$ cat config.mk
export PLATFORM = sky130hd
export DESIGN_NAME = dma_bus_arbiter
export DESIGN_NICKNAME = d
export VERILOG_FILES = /design/src/rtl/dma_arb_pkg.sv /design/src/rtl/dma_arb_weight.sv /design/src/rtl/dma_arb_pick.sv /design/src/rtl/dma_bus_arbiter.sv
export SDC_FILE = /design/constraint.sdc
export NUM_CORES = 1
export LEC_CHECK = 0
export BUFFER_PORTS_ARGS = -buffer_cell sky130_fd_sc_hd__buf_4
export CORE_AREA = 2 2 39 41
export CTS_BUF_LIST = sky130_fd_sc_hd__clkbuf_4 sky130_fd_sc_hd__clkbuf_8
export CTS_CLUSTER_SIZE = 20
export DETAILED_ROUTE_END_ITERATION = 8
export DIE_AREA = 0 0 41 43
export GPL_ROUTABILITY_DRIVEN = 0
export GPL_TIMING_DRIVEN = 0
export SETUP_SLACK_MARGIN = 0.02
export SYNTH_ARGS = -nofsm -noshare
export SYNTH_HDL_FRONTEND = slang
export SYNTH_SLANG_ARGS = --single-unit
$ cat constraint.sdc
create_clock -name clk -period 2.58 [get_ports clk]
set_input_delay 0.516 -clock clk [delete_from_list [all_inputs] [get_ports clk]]
set_output_delay 0.516 -clock clk [all_outputs]
set_load 0.005 [all_outputs]
$ cat src/rtl/dma_arb_pkg.sv
package dma_arb_pkg;

    typedef enum logic [1:0] {
        ST_IDLE = 2'd0,
        ST_RX   = 2'd1,
        ST_TX   = 2'd2
    } arb_state_e;

    typedef enum logic [1:0] {
        PICK_NONE = 2'd0,
        PICK_RX   = 2'd1,
        PICK_TX   = 2'd2
    } pick_e;

endpackage

$ cat src/rtl/dma_arb_weight.sv
module dma_arb_weight #(
    parameter int RATIO_W = 2
) (
    input  logic               clk,
    input  logic               rst_n,
    input  logic               mode_rr,
    input  logic [RATIO_W-1:0] ratio,
    input  logic               rx_win,
    input  logic               tx_win,
    output logic               rx_quota
);
    localparam int MAX_RUN = 1 << RATIO_W;
    localparam int CNT_W   = $clog2(MAX_RUN + 1);

    logic [CNT_W-1:0] run_q;
    logic             mode_q;
    logic [CNT_W-1:0] limit;

    // run of consecutive receive grants; cleared by a transmit grant or a mode change
    always_ff @(posedge clk) begin
        if (!rst_n) begin
            run_q  <= '0;
            mode_q <= 1'b0;
        end else begin
            mode_q <= mode_rr;
            if ((mode_rr != mode_q) || tx_win) begin
                run_q <= '0;
            end else if (rx_win && (run_q != CNT_W'(MAX_RUN))) begin
                run_q <= run_q + CNT_W'(1);
            end
        end
    end

    assign limit    = CNT_W'(ratio) + CNT_W'(1);
    assign rx_quota = (run_q < limit);

endmodule

$ cat src/rtl/dma_arb_pick.sv
module dma_arb_pick
    import dma_arb_pkg::*;
(
    input  logic  rx_req,
    input  logic  tx_req,
    input  logic  mode_rr,
    input  logic  rx_quota,
    output pick_e pick
);
    always_comb begin
        unique case ({rx_req, tx_req})
            2'b00: pick = PICK_NONE;
            2'b10: pick = PICK_RX;
            2'b01: pick = PICK_TX;
            2'b11: begin
                if (!mode_rr)      pick = PICK_RX;
                else if (rx_quota) pick = PICK_RX;
                else               pick = PICK_TX;
            end
            default: pick = PICK_NONE;
        endcase
    end

endmodule

$ cat src/rtl/dma_bus_arbiter.sv
module dma_bus_arbiter
    import dma_arb_pkg::*;
#(
    parameter int RATIO_W = 2
) (
    input  logic               clk,
    input  logic               rst_n,
    input  logic               arb_mode_rr,
    input  logic [RATIO_W-1:0] rx_weight,
    input  logic               rx_req,
    input  logic               tx_req,
    input  logic               rx_done,
    input  logic               tx_done,
    output logic               gnt_rx,
    output logic               gnt_tx
);
    arb_state_e state_q;
    arb_state_e state_d;
    pick_e      pick;
    logic       boundary;
    logic       rx_quota;
    logic       rx_win;
    logic       tx_win;

    dma_arb_pick u_pick (
        .rx_req   (rx_req),
        .tx_req   (tx_req),
        .mode_rr  (arb_mode_rr),
        .rx_quota (rx_quota),
        .pick     (pick)
    );

    dma_arb_weight #(.RATIO_W(RATIO_W)) u_weight (
        .clk      (clk),
        .rst_n    (rst_n),
        .mode_rr  (arb_mode_rr),
        .ratio    (rx_weight),
        .rx_win   (rx_win),
        .tx_win   (tx_win),
        .rx_quota (rx_quota)
    );

    // a decision point: bus idle, or the owner ends its burst now
    always_comb begin
        unique case (state_q)
            ST_IDLE: boundary = 1'b1;
            ST_RX:   boundary = rx_done;
            ST_TX:   boundary = tx_done;
            default: boundary = 1'b1;
        endcase
    end

    always_comb begin
        state_d = state_q;
        if (boundary) begin
            unique case (pick)
                PICK_RX: state_d = ST_RX;
                PICK_TX: state_d = ST_TX;
                default: state_d = ST_IDLE;
            endcase
        end
    end

    assign rx_win = boundary && (pick == PICK_RX);
    assign tx_win = boundary && (pick == PICK_TX);

    always_ff @(posedge clk) begin
        if (!rst_n) state_q <= ST_IDLE;
        else        state_q <= state_d;
    end

    always_comb begin
        gnt_rx = 1'b0;
        gnt_tx = 1'b0;
        unique case (state_q)
            ST_RX:   gnt_rx = 1'b1;
            ST_TX:   gnt_tx = 1'b1;
            default: ;
        endcase
    end

endmodule

==> results by group, run 1 <==
Synth
  • Commonest register cell after synthesis: dfxtp_1
  • Area contributors post-synth: dfxtp_1, ha_1, inv_1
  • Share of the synthesized area in the top cell type: 0.291
  • Syn Area/Cell: 8.98 µm²
  • Share of flip-flops with an asynchronous set or reset: 0
  • Post-synthesis sequential area ratio: 0.291
  • Seq cells post-synth: 6
  • Cells after synthesis: 46
  • Yosys warns: 0
  • Area of the mapped netlist: 413 µm²
  • Synth Net Count: between 60 and 70
  • Largest area contributor in the netlist: dfxtp_1
  • Netlist cell types: 21
  • Post-synth EDFFs: 0

Setup path
  • CP top delay family: compound AO/OA/AOI/OAI gates
  • Critical path's slowest cell: or4_1
  • Crit path to: u_weight.run_q[2]
  • CP arrival: 2.32 ns
  • CP most frequent cell: ha_1
  • Crit path required time: 2.74 ns
  • Crit path largest cell delay: ~0.48 ns
  • Worst setup SP type: input port
  • Setup slack, reg-to-reg: 0.66 ns
  • Critical path depth in cells: 8
  • CP Capture Type: flop
  • CP startpoint: rx_weight[0]
  • CP cell instances: buf_4 > ha_1 > inv_1 > ha_1 > o211a_1 > o211a_4 > or4_1 > a211oi_1
  • Worst r2r path cells: 5
  • RR Endpoint: u_weight.run_q[2]
  • Kind of critical path: input port to flop
  • Crit-path max FO: 7
  • WP buf/inv: 2
  • Critical R2R Launch: u_weight.run_q[2]

Timing
  • Fmax achieved: ~460 MHz
  • Unrepaired setup endpoints after global routing: no
  • Number of setup violations in the final report: 0
  • Final Hold Fails: 0
  • Post-layout min period: roughly 2.2 ns
  • Final-report max-slew violation count: 0
  • Tcrit/Tclk final: 0.835
  • Rel. slew slack: 0.748
  • Worst-Margin Slew: 0.378 ns
  • Final Skew: 0.00229 ns
  • Setup TNS: 0 ns

Floorplanning
  • Ports: 11
  • Core area: 0.00138 mm²
  • Die X: approximately 41 µm
  • Std cell rows: 14
  • Die H: 43 µm
  • Die ar.: 0.00176 mm²
  • Initial core utilization: 0.298

Job
  • Maxcap violations: 0

Power
  • Leakage: about 0.25 nW
  • Total Power: about 0.25 mW
  • Internal: 0.180 mW
  • Comb power frac: 0.233
  • Switch share: 0.266
  • NetSw: 0.0652 mW
  • Sequential share of power: 0.414
  • Clock group share of total power: 0.353
  • Pwr per Cell Area: 462 mW/mm²
  • Peak VDD IR: 0.219 mV

CTS
  • Clock Latency Late Sink: 0.24 ns
  • Post_cts resized: 0
  • Clk slew on worst S/H paths: 0.04 ns
  • CTS root buf: clkbuf_4
  • Hold_buf cts: 0
  • CTS sink count: 6
  • H-tree depth: 1
  • Post-CTS Setup Inserts: 0
  • CTS max path bufs: 2
  • Number of CTS-inserted buffers: 3
  • CTS tree: built

Hold path
  • Worst Hold Class: input port to flop

Cells and area
  • Final net count: 77
  • Final std cells w/o fill: 75
  • Final Util: 0.383
  • Ratio of cells with drive above 1 in the final layout: 0.288
  • Final instance area: between 500 and 600 µm²
  • ANT cells: 0
  • Area grow syn2layout: 28.5%

Detailed routing
  • DRT antenna net count: 0
  • Via/cell ratio: 5.15
  • DR DRC count: 0
  • WL final: 831 µm
  • Via count: slightly below 400
  • DR WL/cell: 11.1 µm
  • TritonRoute pass-1 iters: 4
  • Initial DRC count: 19

GRT
  • Pin count of the biggest net entering global routing: 8
  • GRT Overall Usage: 0.110
  • First-pass GRT wire length: roughly 1.3 mm
  • GRT overflow: 0
  • Vias in the first global route: 357
  • Initial antenna violation count: 0

Outcome
  • Outcome: finished, final reports clean

Placement
  • I/O Buffers: 10
  • Placed instance area: 508 µm²
  • Post-detail-place hpwl: 652 µm
  • Inst Count DP: 72
==> cells in the mapped netlist, types with 2 or more instances <==
cell type / n
a211oi_1: 3
inv_1: 7
and2_1: 2
o21ai_0: 3
nand2_1: 4
ha_1: 7
dfxtp_1: 6
==> through the flow <==
stage,hold slack [ns],setup slack (ns)
4_1_cts,0.493,0.413
3_5_place_dp,0.497,0.184
6_report,0.496,0.426
5_1_grt,0.510,0.340
3_3_place_gp,0.501,0.204
2_1_floorplan,0.474,0.391
==> power groups by stage <==
stage	clock network, mW	logic, mW	registers [mW]
3_3_place_gp	0	0.0563	0.103
2_1_floorplan	0	0.0346	0.102
3_5_place_dp	0	0.0575	0.103
6_report	0.0865	0.0573	0.102
5_1_grt	0.0899	0.0645	0.102
4_1_cts	0.0881	0.0581	0.101
==> registers in the layout, indices dropped and copies added (netlist names) <==
| register | count |
|---|---|
| state_q | 2 |
| u_weight.mode_q | 1 |
| u_weight.run_q | 3 |
==> per-layer routing <==
| metal | up-vias | wire, µm | global-route usage |
|---|---|---|---|
| met5 | - | 0 | 0 |
| li1 | 192 | - | - |
| met1 | 177 | 362 | 0.133 |
| met2 | 14 | 397 | 0.156 |
| met3 | 3 | 52 | 0.0262 |
| met4 | 0 | 19 | 0.0867 |
==> cells in the final DEF (no fill, tap or decap), drive strengths merged, types with 2 or more instances in the layout <==
cell type  synthesis  routed
o21ai              3       3
dfxtp              6       6
ha                 7       7
nand2              4       4
a211oi             3       3
o211a              2       2
inv                7       7
clkbuf             0       3
and2               2       2
buf                0      10
==> layout make-up <==
class / instances / area, µm²
Clock buffer: 3 / 22.5
Fill cell: 148 / 853
Inverter: 7 / 26.3
Multi-Input combinational cell: 33 / 267
Sequential cell: 6 / 120
Tap cell: 16 / 20.0
Timing Repair Buffer: 10 / 75.1
==> cells by family after synthesis <==
logic type	synth area share
AO/OA/AOI/OAI	0.267
AND/OR/NAND/NOR	0.145
buffers and inverters	0.0636
adder cells (fa/ha/maj)	0.212
flip-flops	0.291
XOR/XNOR	0.0212
==> worst min path at each step <==
stage / start / to / slack [ns] / cells past startpoint
after CTS: rst_n / state_q[1] / 0.49 / 2
after floorplan: u_weight.run_q[2] / u_weight.run_q[2] / 0.47 / 2
final: rst_n / state_q[1] / 0.50 / 2
after global placement: u_weight.run_q[2] / u_weight.run_q[2] / 0.50 / 2
after detailed placement: u_weight.run_q[2] / u_weight.run_q[2] / 0.50 / 2
after global routing: rst_n / state_q[1] / 0.51 / 2
(Power assumes the default switching activity.)
==> run 2: changes to the inputs <==
==> constraint.sdc (replaced) <==
create_clock -name clk -period 2.1 [get_ports clk]
set_input_delay 0.42 -clock clk [delete_from_list [all_inputs] [get_ports clk]]
set_output_delay 0.42 -clock clk [all_outputs]
set_load 0.005 [all_outputs]
==> results by group, run 2 (same netlist as run 1, synthesis figures left out) <==
Timing
  • Final-report max-slew violation count: 0 (unchanged)
  • Final Hold Fails: 0 (unchanged)
  • Rel. slew slack: 0.677 (-0.0705)
  • Final Skew: 0.00214 ns (-0.000153 ns)
  • WHS: 0.402 ns (-0.0939 ns)
  • Post-layout min period: slightly above 2 ns
  • Unrepaired setup endpoints after global routing: no
  • Fmax achieved: between 400 and 500 MHz
  • Number of setup violations in the final report: 0 (unchanged)
  • Tcrit/Tclk final: 0.961
  • Final setup margin: 0.0811 ns (-0.345 ns)
  • Worst-Margin Slew: 0.484 ns (+0.106 ns)
  • Setup TNS: 0 ns (unchanged)

Detailed routing
  • DRT antenna net count: 0 (unchanged)
  • DR DRC count: 0 (unchanged)
  • TritonRoute pass-1 iters: 3 (-1)
  • Initial DRC count: 8 (-11)
  • Via count: 375 (-2.8%)
  • Via/cell ratio: 5.00 (-2.8%)
  • DR WL/cell: 11.6 µm (+4.8%)
  • WL final: 871 µm (+4.8%)

Cells and area
  • Most frequent cells in the layout: buf_4, inv_1, dfxtp_1
  • ANT cells: 0 (unchanged)
  • Largest register FFs: 3 (unchanged)
  • Commonest non-fill, non-tap cell in the layout: buf_4
  • Ratio of cells with drive above 1 in the final layout: 0.407 (+0.119)
  • Final net count: 77 (unchanged)
  • Fillers: 141 (-4.7%)
  • Largest Register: u_weight.run_q
  • Final std cells w/o fill: 75 (unchanged)
  • Final Util: 0.418 (+0.0344)
  • Largest registers: u_weight.run_q: 3 flops, state_q: 2 flops, u_weight.mode_q: 1 flops
  • Area grow syn2layout: 40.0%
  • Multi-input gate area: 310 µm² (+16%)
  • Reg area: 120 µm² (unchanged)
  • Final instance area: 578 µm² (+9.0%)

Setup path
  • CP startpoint: rx_weight[1]
  • Crit-path max FO: 7 (unchanged)
  • CP Capture Type: flop
  • Kind of critical path: input port to flop
  • Setup slack, reg-to-reg: 0.17 ns (-0.49 ns)
  • Worst r2r path cells: 5 (unchanged)
  • Crit path required time: 2.26 ns (-0.48 ns)
  • Worst setup SP type: input port
  • Critical R2R Launch: u_weight.run_q[2]
  • CP arrival: 2.18 ns (-0.14 ns)

Job
  • Maxcap violations: 0 (unchanged)

Power
  • Total Power: 0.310 mW (+26%)
  • Leakage: 0.251 nW (+1.1%)
  • Switch share: 0.272 (+0.00629)
  • Peak VDD IR: 0.262 mV (+20%)
  • Clock group share of total power: 0.339 (-0.014)
  • NetSw: 0.0842 mW (+29%)
  • Comb power frac: 0.259 (+0.026)
  • Internal: 0.225 mW (+25%)
  • Pwr per Cell Area: 536 mW/mm² (+16%)
  • Sequential share of power: 0.403 (-0.011)

Hold path
  • Origin of the worst min-delay path: rst_n
  • WHS Path Cells: 2 (unchanged)
  • Worst Hold Class: input port to flop

CTS
  • Number of CTS-inserted buffers: 3 (unchanged)
  • CTS max path bufs: 2 (unchanged)
  • Clock Latency Late Sink: 0.24 ns (about the same)
  • CTS tree: built
  • CTS sink count: 6 (unchanged)
  • Clk slew on worst S/H paths: 0.05 ns (about the same)
  • H-tree depth: 1 (unchanged)
  • CTS root buf: clkbuf_4
  • Post-CTS Setup Inserts: 0 (unchanged)

Floorplanning
  • Initial core utilization: 0.298 (unchanged)
  • Std cell rows: 14 (unchanged)
  • Ports: 11 (unchanged)
  • Core area: 0.00138 mm² (unchanged)
  • Die H: 43 µm (unchanged)
  • Die X: 41 µm (unchanged)
  • Die ar.: 0.00176 mm² (unchanged)

GRT
  • GRT Overall Usage: 0.115 (+0.00491)
  • GRT overflow: 0 (unchanged)
  • Vias in the first global route: 358 (+0.28%)
  • Initial antenna violation count: 0 (unchanged)
  • First-pass GRT wire length: 1.38 mm (+3.1%)
  • Pin count of the biggest net entering global routing: 8 (unchanged)

Placement
  • Inst Count DP: 72 (unchanged)
  • I/O Buffers: 10 (unchanged)
  • Pre-CTS setup slack: -0.194 ns (-0.379 ns)
  • Placed instance area: 508 µm² (unchanged)
  • Post-detail-place hpwl: 681 µm (+4.4%)

Outcome
  • Outcome: finished, final reports clean
run 2: cell counts in the layout (fill, tap and decap cells not counted):
No cell type changed its count.
run 2: layout make-up:
class                           count  area share
Inverter                            7      0.0455
Clock buffer                        3      0.0390
Timing Repair Buffer               10       0.136
Multi-Input combinational cell     33       0.537
Tap cell                           16      0.0346
Sequential cell                     6       0.208
run 2: worst paths after layout:
| kind | endpoint |
|---|---|
| worst min register to register | u_weight.run_q[2] |
| worst max-delay path | u_weight.run_q[2] |
| worst max register to register | u_weight.run_q[2] |
| worst min-delay path | state_q[1] |
run 2: power groups by stage:
stage          registers, mW  clock network [mW]  logic [mW]
2_1_floorplan          0.126                   0      0.0425
3_3_place_gp           0.127                   0      0.0693
3_5_place_dp           0.127                   0      0.0705
4_1_cts                0.125               0.108      0.0713
5_1_grt                0.125               0.113      0.0912
6_report               0.125               0.105      0.0801
run 2: what timing repair did:
| action | in CTS | in global routing |
|---|---|---|
| setup endpoints to repair | 0 | 3 |
| gates resized for setup | 0 | 8 |
| hold buffers | 0 | 0 |
run 2: metal layers:
metal  vias up  global-route usage  share of wire
li1        191                   -              -
met1       176               0.145           0.45
met2         8               0.169           0.51
met3         0              0.0314          0.029
met4         0              0.0600              0
met5         -                   0              0
run 2: worst max-delay path: stages:
cell and delay [ns]:
buf_4 0.12, ha_4 0.25, inv_2 0.04, ha_4 0.14, a21o_2 0.22, o211a_4 0.27, or4_4 0.51, a211oi_2 0.20
